**config.mk**
```make
export PLATFORM = sky130hd
export DESIGN_NAME = hbc_tracker
export DESIGN_NICKNAME = d
export VERILOG_FILES = /design/src/rtl/hbc_pkg.sv /design/src/rtl/hbc_decode.sv /design/src/rtl/hbc_beat.sv /design/src/rtl/hbc_pair_mon.sv /design/src/rtl/hbc_tracker.sv
export SDC_FILE = /design/constraint.sdc
export NUM_CORES = 1
export LEC_CHECK = 0
export ABC_AREA = 1
export BUFFER_PORTS_ARGS = -buffer_cell sky130_fd_sc_hd__buf_2
export CORE_MARGIN = 1.5
export CORE_UTILIZATION = 53
export CTS_CLUSTER_SIZE = 14
export DETAILED_ROUTE_END_ITERATION = 8
export PLACE_DENSITY = 0.81
export SLEW_MARGIN = 10
export SYNTH_ARGS = -nofsm -noshare
export SYNTH_HDL_FRONTEND = slang
export SYNTH_SLANG_ARGS = --single-unit
```
**constraint.sdc**
```tcl
create_clock -name clk -period 4.02 [get_ports clk]
set_input_delay 0.201 -clock clk [delete_from_list [all_inputs] [get_ports clk]]
set_output_delay 0.201 -clock clk [all_outputs]
set_load 0.005 [all_outputs]
```
**src/rtl/hbc_pkg.sv**
```systemverilog
package hbc_pkg;

    typedef enum logic [2:0] {
        CT_NONE     = 3'd0,
        CT_MEM_ONE  = 3'd1,
        CT_MEM_LINE = 3'd2,
        CT_IO       = 3'd3,
        CT_INTA     = 3'd4,
        CT_SPEC     = 3'd5
    } cyc_kind_e;

endpackage

```
**src/rtl/hbc_decode.sv**
```systemverilog
module hbc_decode
    import hbc_pkg::*;
(
    input  logic      is_data,
    input  logic      mem_sel,
    input  logic      wr_sel,
    input  logic      line_hint_n,
    output cyc_kind_e kind,
    output logic      line_now,
    output logic      line_cand,
    output logic      code_acc
);

    always_comb begin
        kind      = CT_NONE;
        line_now  = 1'b0;
        line_cand = 1'b0;
        code_acc  = 1'b0;
        if (mem_sel) begin
            code_acc = !is_data;
            if (!line_hint_n) begin
                if (wr_sel) begin
                    // hinted write: burst is fixed at the strobe
                    kind     = CT_MEM_LINE;
                    line_now = 1'b1;
                end else begin
                    // hinted read: only a candidate until the first ready
                    kind      = CT_MEM_ONE;
                    line_cand = 1'b1;
                end
            end else begin
                kind = CT_MEM_ONE;
            end
        end else if (is_data) begin
            kind = CT_IO;
        end else if (wr_sel) begin
            kind = CT_SPEC;
        end else begin
            kind = CT_INTA;
        end
    end

endmodule

```
**src/rtl/hbc_beat.sv**
```systemverilog
module hbc_beat #(
    parameter int BEATS = 4,
    localparam int W = (BEATS > 1) ? $clog2(BEATS) : 1
) (
    input  logic         clk,
    input  logic         rst,
    input  logic         clear,
    input  logic         adv,
    input  logic         last,
    output logic [W-1:0] beat
);

    logic [W-1:0] beat_d, beat_q;

    always_comb begin
        beat_d = beat_q;
        if (clear || last) begin
            beat_d = '0;
        end else if (adv) begin
            beat_d = beat_q + W'(1);
        end
    end

    always_ff @(posedge clk) begin
        if (rst) beat_q <= '0;
        else     beat_q <= beat_d;
    end

    assign beat = beat_q;


    beat_step_chk: assert property (@(posedge clk) disable iff (rst)
        (adv && !last && !clear) |=> (beat_q == $past(beat_q) + W'(1)));


    beat_wrap_chk: assert property (@(posedge clk) disable iff (rst)
        last |=> (beat_q == '0));

endmodule

```
**src/rtl/hbc_pair_mon.sv**
```systemverilog
module hbc_pair_mon (
    input  logic clk,
    input  logic rst,
    input  logic start,
    input  logic start_inta,
    input  logic finish,
    output logic pair_break,
    output logic lock
);

    typedef struct packed {
        logic first;
        logic pend;
        logic second;
    } pair_t;

    pair_t p_d, p_q;

    assign pair_break = start && p_q.pend && !start_inta;

    always_comb begin
        p_d = p_q;
        if (start) begin
            if (p_q.pend) begin
                p_d.pend   = 1'b0;
                p_d.second = start_inta;
            end else begin
                p_d.first = start_inta;
            end
        end else if (finish) begin
            if (p_q.first) begin
                p_d.first = 1'b0;
                p_d.pend  = 1'b1;
            end
            p_d.second = 1'b0;
        end
    end

    always_ff @(posedge clk) begin
        if (rst) p_q <= '0;
        else     p_q <= p_d;
    end

    assign lock = p_q.first || p_q.pend || p_q.second;


    pair_arm_chk: assert property (@(posedge clk) disable iff (rst)
        (finish && p_q.first && !start) |=> p_q.pend);


    pair_consume_chk: assert property (@(posedge clk) disable iff (rst)
        (start && p_q.pend) |=> !p_q.pend);


    pair_state_chk: assert property (@(posedge clk) disable iff (rst)
        $onehot0({p_q.first, p_q.pend, p_q.second}));

endmodule

```
**src/rtl/hbc_tracker.sv**
```systemverilog
module hbc_tracker
    import hbc_pkg::*;
#(
    parameter int BURST_BEATS = 4,
    localparam int BEAT_W = (BURST_BEATS > 1) ? $clog2(BURST_BEATS) : 1
) (
    input  logic              clk,
    input  logic              rst,
    input  logic              addr_strobe,
    input  logic              is_data,
    input  logic              mem_sel,
    input  logic              wr_sel,
    input  logic              line_hint_n,
    input  logic              rdy,
    input  logic              line_ok,
    output logic              cyc_active,
    output logic [2:0]        cyc_type,
    output logic              burst,
    output logic [BEAT_W-1:0] beat_idx,
    output logic              code_fetch,
    output logic              cyc_done,
    output logic              pair_lock,
    output logic              proto_err
);

    localparam logic [BEAT_W-1:0] LAST_BEAT = BEAT_W'(BURST_BEATS - 1);

    typedef struct packed {
        logic      active;
        cyc_kind_e kind;
        logic      line;
        logic      cand;
        logic      code;
        logic      done;
        logic      err;
    } trk_t;

    trk_t s_d, s_q;

    cyc_kind_e         dec_kind;
    logic              dec_line, dec_cand, dec_code;
    logic              start, adv, confirm, line_eff, last;
    logic              pair_break;
    logic [BEAT_W-1:0] beat;

    hbc_decode u_dec (
        .is_data    (is_data),
        .mem_sel    (mem_sel),
        .wr_sel     (wr_sel),
        .line_hint_n(line_hint_n),
        .kind       (dec_kind),
        .line_now   (dec_line),
        .line_cand  (dec_cand),
        .code_acc   (dec_code)
    );

    assign start    = addr_strobe && !s_q.active;
    assign adv      = s_q.active && rdy;
    assign confirm  = adv && s_q.cand && (beat == '0) && line_ok;
    assign line_eff = s_q.line || confirm;
    assign last     = adv && (line_eff ? (beat == LAST_BEAT) : 1'b1);

    hbc_beat #(.BEATS(BURST_BEATS)) u_beat (
        .clk  (clk),
        .rst  (rst),
        .clear(start),
        .adv  (adv),
        .last (last),
        .beat (beat)
    );

    hbc_pair_mon u_pair (
        .clk       (clk),
        .rst       (rst),
        .start     (start),
        .start_inta(dec_kind == CT_INTA),
        .finish    (last),
        .pair_break(pair_break),
        .lock      (pair_lock)
    );

    always_comb begin
        s_d      = s_q;
        s_d.done = 1'b0;
        s_d.err  = (addr_strobe && s_q.active) || pair_break;
        if (start) begin
            s_d.active = 1'b1;
            s_d.kind   = dec_kind;
            s_d.line   = dec_line;
            s_d.cand   = dec_cand;
            s_d.code   = dec_code;
        end else if (adv) begin
            s_d.cand = 1'b0;
            if (confirm) begin
                s_d.line = 1'b1;
                s_d.kind = CT_MEM_LINE;
            end
            if (last) begin
                s_d.active = 1'b0;
                s_d.kind   = CT_NONE;
                s_d.line   = 1'b0;
                s_d.code   = 1'b0;
                s_d.done   = 1'b1;
            end
        end
    end

    always_ff @(posedge clk) begin
        if (rst) begin
            s_q <= '{active: 1'b0, kind: CT_NONE, line: 1'b0, cand: 1'b0,
                     code: 1'b0, done: 1'b0, err: 1'b0};
        end else begin
            s_q <= s_d;
        end
    end

    assign cyc_active = s_q.active;
    assign cyc_type   = s_q.kind;
    assign burst      = s_q.line;
    assign beat_idx   = beat;
    assign code_fetch = s_q.code && s_q.active;
    assign cyc_done   = s_q.done;
    assign proto_err  = s_q.err;


    overlap_err_chk: assert property (@(posedge clk) disable iff (rst)
        (addr_strobe && cyc_active) |=> proto_err);


    overlap_keep_chk: assert property (@(posedge clk) disable iff (rst)
        (addr_strobe && cyc_active && !rdy) |=> (cyc_active && $stable(cyc_type)));


    done_closed_chk: assert property (@(posedge clk) disable iff (rst)
        cyc_done |-> (!cyc_active && cyc_type == 3'd0));


    other_single_chk: assert property (@(posedge clk) disable iff (rst)
        (cyc_active && rdy && (cyc_type == 3'd3 || cyc_type == 3'd4 || cyc_type == 3'd5))
        |=> (!cyc_active && cyc_done));


    read_fallback_chk: assert property (@(posedge clk) disable iff (rst)
        (cyc_active && cyc_type == 3'd1 && rdy && !line_ok) |=> (!cyc_active && cyc_done));


    burst_hold_chk: assert property (@(posedge clk) disable iff (rst)
        (cyc_active && burst && rdy && beat_idx != LAST_BEAT) |=> (cyc_active && burst));


    idle_quiet_chk: assert property (@(posedge clk) disable iff (rst)
        (!cyc_active && !addr_strobe) |=> !cyc_active);

endmodule

```
### Word-level counts from Yosys, hierarchy flattened

Index checks and enable logic that the tools add are counted.

* add/subtract/negate cells: 1
* equal/unequal tests: 4
* mux-type cells: 23
* bitwise operators: 1
* reductions and logical operators: 30

Operators by type and width (count)
* $mux W1: 12
* $mux W3: 4
* $logic_and A1 B1 Y1: 10
* $reduce_and A2 Y1: 5
* $mux W8: 1
* $mux W7: 1
* $mux W2: 3
* $reduce_bool A2 Y1: 3
* $logic_or A1 B1 Y1: 5
* $mux W5: 1
* $mux W4: 1
* $eq A3 B3 Y1 const B: 1
* $logic_not A1 Y1: 3
* $reduce_bool A3 Y1: 1
* $reduce_or A3 Y1: 1
* $add A2 B1 Y2 const B: 1
* $eq A2 B2 Y1 const B: 1
* $logic_not A2 Y1: 1
* $ne A2 B1 Y1 const B: 1
* $ne A2 B2 Y1 const B: 1
* $reduce_or A2 Y1: 1
* $not A1 Y1: 1

* bits in registers: 14
* input bits: 9
* output and inout port bits: 11
* word-level logic and storage cells: 70

### Depth between registers and ports, before layout

* depth in word-level cells: 10
* mapped depth: 10
* depth with buffers taken out: 10

### Modules after synthesis

A second synthesis with hierarchy kept.

* cell total of the unflattened synthesis: 118
* area total of the unflattened synthesis: 777.0 um^2

Modules (own cells, without submodules)
* hbc_tracker: instances 1, cells an instance 66, area an instance 474.2 um^2, sequential area each 180.2 um^2
* hbc_pair_mon: instances 1, cells an instance 23, area an instance 145.1 um^2, sequential area each 60.1 um^2
* hbc_beat: instances 1, cells an instance 16, area an instance 96.3 um^2, sequential area each 40.0 um^2
* hbc_decode: instances 1, cells an instance 13, area an instance 61.3 um^2, sequential area each 0.0 um^2

### Least setup slack after synthesis

Ideal clock, no wire load.

* path type: reg-to-reg
* start: reg u_beat.beat_q[0], in the netlist u_beat.beat[0]
* end: reg u_pair.p_q[2] (netlist bit)
* setup time: 0.115 ns
* arrival: 1.210 ns
* required time: 3.905 ns
* path slack: 2.695 ns
* stages on the path, launching flop included: 10
* buffers on the path: 0
* clock period less this slack: 1.325 ns
* cells stage by stage: dfxtp_1 -> inv_1 -> ha_1 -> nand3_1 -> o21bai_4 -> nand2_4 -> nand2_4 -> nand2_2 -> a21oi_1 -> nor2_1

* word-level cells in the longest chain between the ends: 8
* elaborated cells between the ends (all ways): 9
* classes of those cells: 1 x eq/ne; 1 x mux; 7 x reduce/logical

RTL lines
* start, declared: RTL line hbc_beat.sv:13 `logic [W-1:0] beat_d, beat_q;`
* start signal, assigned: RTL line hbc_beat.sv:26 `else beat_q <= beat_d;`
* $logic_not A2 Y1: RTL line hbc_tracker.sv:59 `assign confirm = adv && s_q.cand && (beat == '0) && line_ok;`
* $logic_and A1 B1 Y1 (2 in series): RTL line hbc_tracker.sv:59
* $logic_or A1 B1 Y1: RTL line hbc_tracker.sv:60 `assign line_eff = s_q.line || confirm;`
* $mux W1 (*): RTL line hbc_tracker.sv:61 `assign last = adv && (line_eff ? (beat == LAST_BEAT) : 1'b1);`
* $logic_and A1 B1 Y1 (*): RTL line hbc_tracker.sv:61
* $reduce_bool A2 Y1 (no line) (*)
* $reduce_and A2 Y1 (no line) (*)
* end signal, assigned: RTL line hbc_pair_mon.sv:41 `else p_q <= p_d;`
* end, declared: RTL line hbc_pair_mon.sv:17 `pair_t p_d, p_q;`

Mark *: on every way between the ends. The rest lies on a longest branch, timed or not.
A chain may end at the register's enable or synchronous reset.

### Final worst setup path

* start: reg u_beat.beat_q[0], in the netlist u_beat.beat[0]
* end: reg s_q, in the netlist burst

* word-level cells in the longest chain between the ends: 9
* elaborated cells between the ends (all ways): 12
* classes of those cells: 1 x eq/ne; 4 x mux; 7 x reduce/logical

RTL lines
* $logic_not A2 Y1: RTL line hbc_tracker.sv:59
* $logic_and A1 B1 Y1 (2 in series): RTL line hbc_tracker.sv:59
* $logic_or A1 B1 Y1: RTL line hbc_tracker.sv:60
* $mux W1: RTL line hbc_tracker.sv:61
* $logic_and A1 B1 Y1: RTL line hbc_tracker.sv:61
* $mux W5: RTL line hbc_tracker.sv:98 `if (last) begin`
* $mux W8: RTL line hbc_tracker.sv:92 `end else if (adv) begin`
* $mux W7: RTL line hbc_tracker.sv:86 `if (start) begin`
* end signal, assigned: RTL line hbc_tracker.sv:110 `s_q <= '{active: 1'b0, kind: CT_NONE, line: 1'b0, cand: 1'b0,`
* end, declared: RTL line hbc_tracker.sv:38 `trk_t s_d, s_q;`

Parallel ways exist; a longest one is shown, timed or not. The select of a mux whose other input is x is not followed.

==> metrics <==
Yosys reg bits 14; Starting Density 56.67%; Port Buf Inserts 19; hold_buf cts 0; critical path data arrival time 1.64 ns; ranking of synthesized cells by area dfxtp_1, nand2_1, inv_1; placeable core region 1285 µm²; synth unique cells 22; IR drop worst, VDD 0.0001872 V; Hold Path Sink proto_err; Synth warnings 0; via/cell ratio 5.138; Die Ht 40.07 µm; Total Routing Usage GR 22.36%; hold path cells 3; DRT iter0 DRCs 15; Die ar. 1605 µm²; sequential fraction of the synthesis area 38.49%; clock sinks 14; Final #Nets 128; post-route ant nets 0; Hold WC Path Type in2reg; Hold Fails Final Rpt 0; Crit Reg-Reg Endpoint burst; Post-CTS Repair Setup Buffers 0; grt total ovfl 0; layout cells sized above 1 29.57%; DR WL/cell 11.47 µm; I/O pins 20; # diodes 0; Inst Count DP 127; H-tree depth 1; RSZ-0062 raised after global routing no; DRC viols 0; mean post-synth cell area 7.507 µm²; worst-skew pair later-pin latency 0.28 ns; CP Max Fanout 7; status finished, final reports clean; Worst Skew 0.0005308 ns; Die Wd 40.07 µm; Rel. slew slack 84.71%; CTS tree built; clock slew at reported path FFs 0.08 ns; Worst Tran Pin Value 0.2291 ns; FILL cells 114; Resize count post-CTS 0; number of max-cap violations 0; 1st-pass router iterations 4; Worst Hold Launch addr_strobe; post-synthesis cell count 97; final setup fails 0; Slew Viols, Final 0; Final Cell Area 838.3 µm²; dpl cell area 815.8 µm²; crit path launch u_beat.beat[0]; leak pwr 0.4118 nW; Synth top area share 38.49%; largest net degree at the start of global routing 9; CP top delay family simple AND/OR/NAND/NOR gates; reg2reg path depth 9; flop-to-flop setup slack 2.56 ns; largest area contributor in the netlist dfxtp_1; Core Util, Final 65.24%; P per Cell Area 337.3 nW/µm²; via count 668; critical path type reg2reg; Syn-to-layout area delta 15.12%; routability congestion estimate 0.8552; CP dominant cell by count nand2_4; CP startpoint kind register; first-pass GRT wire length 2277 µm; Post-Route WL 1491 µm; crit end category register; slowest stage cell, crit path dfxtp_1; setup TNS 0 ns; reg-to-reg startpoint u_beat.beat[0]; Row Count 13; Critical Path RT 4.20 ns; CP Buf/Inv Count 1; CTS Buffer Depth 2; Cell Area, Synth 728.2 µm²; multi-input logic area 369.1 µm²; Register Area 280.3 µm²; vias in the first global route 561; Final Critical Period 1.459 ns; initial antenna violation count 0; CTS root buf clkbuf_4; final std cells w/o fill 130; Synthesized Nets 108; detailed-placement wirelength estimate 1114 µm; CP Cell Sequence inv_1 -> ha_1 -> nand3_1 -> o21bai_4 -> nand2_4 -> nand2_4 -> nand2_2 -> o21ai_1 -> nor2_1; crit share post-route 36.29%; CP max stage delay 0.34 ns; Max Fclk 0.6855 GHz; TritonCTS buffer count 3
==> state kept, by name (all words and copies together) (netlist names) <==
signal,count
proto_err,1
cyc_type,3
u_pair.p_q,3
u_beat.beat,2
cyc_done,1
s_q,2
cyc_active,1
burst,1
==> final cells by class <==
class,instances,area share [%]
Sequential cell,14,33.43
Clock buffer,3,2.687
Inverter,14,6.269
Tap cell,15,2.239
Multi-Input combinational cell,65,44.03
Timing Repair Buffer,19,11.34
==> power by group <==
group          switching, mW  internal, mW
clock network         0.0446        0.0348
registers            0.00471         0.145
logic                 0.0320        0.0213
total                 0.0813         0.201
==> metrics by stage <==
step / setup WS [ns] / power, mW / hold WS, ns
final: 2.561 / 0.2827 / 0.1861
after global routing: 2.484 / 0.2957 / 0.1828
after CTS: 2.561 / 0.2832 / 0.1878
after detailed placement: 2.576 / 0.2061 / 0.4643
after global placement: 2.643 / 0.2045 / 0.4533
after floorplan: 2.695 / 0.1914 / 0.3437
==> logic make-up after synthesis <==
logic type	synth area share (%)
and+or+nand+nor	29.55
AOI/OAI and AO/OA	17.70
buffers and inverters	10.82
DFF	38.49
adders and majority gates	3.436
==> cell usage after synthesis <==
library cell,number
nand3_2,1
nand2_4,3
nand2_1,18
nor3_1,2
clkbuf_1,1
or3_1,1
nand3_1,7
nand2_2,2
o21ai_0,4
ha_1,2
o21bai_4,1
buf_4,3
o21ai_1,2
inv_1,12
nor2_1,9
a21oi_4,1
o22ai_1,1
nand4_1,1
a21oi_2,2
inv_2,2
dfxtp_1,14
a21oi_1,8
==> per-layer routing <==
| layer | share of wire (%) | track usage (%) | wire length (µm) |
|---|---|---|---|
| met5 | 0 | 0 | 0 |
| met4 | 2.2 | 12.93 | 33 |
| met3 | 4.7 | 6.667 | 70 |
| met2 | 47 | 37.90 | 702 |
| met1 | 46 | 24.41 | 685 |
==> worst max-delay path by stage <==
stage               endpoint  slack, ns  cells after the start
2_1_floorplan  u_pair.p_q[2]       2.70                      9
3_3_place_gp           burst       2.64                      9
3_5_place_dp   u_pair.p_q[2]       2.58                      9
4_1_cts        u_pair.p_q[2]       2.56                      9
5_1_grt                burst       2.48                      9
6_report               burst       2.56                      9
==> tightest hold or removal path, stage by stage <==
cell and delay (ns):
buf_2 0.11, inv_1 0.07, nor3_1 0.05
==> cells in the final DEF, fill, tap and decap left out <==
| cell | instances |
|---|---|
| nor2_1 | 9 |
| nand3_1 | 7 |
| o21bai_4 | 1 |
| nand2_4 | 3 |
| buf_2 | 19 |
| a21oi_2 | 2 |
| o21ai_0 | 4 |
| o22ai_1 | 1 |
| nand2_1 | 18 |
| nand2_2 | 2 |
| o21ai_1 | 2 |
| or3_1 | 1 |
| a21oi_4 | 1 |
| dfxtp_1 | 14 |
| nor3_1 | 2 |
| inv_2 | 2 |
| nand4_1 | 1 |
| inv_1 | 12 |
| nand3_2 | 1 |
| ha_1 | 2 |
| clkbuf_4 | 3 |
| a21oi_1 | 8 |
Note: power is estimated with default switching activity, not from simulation.
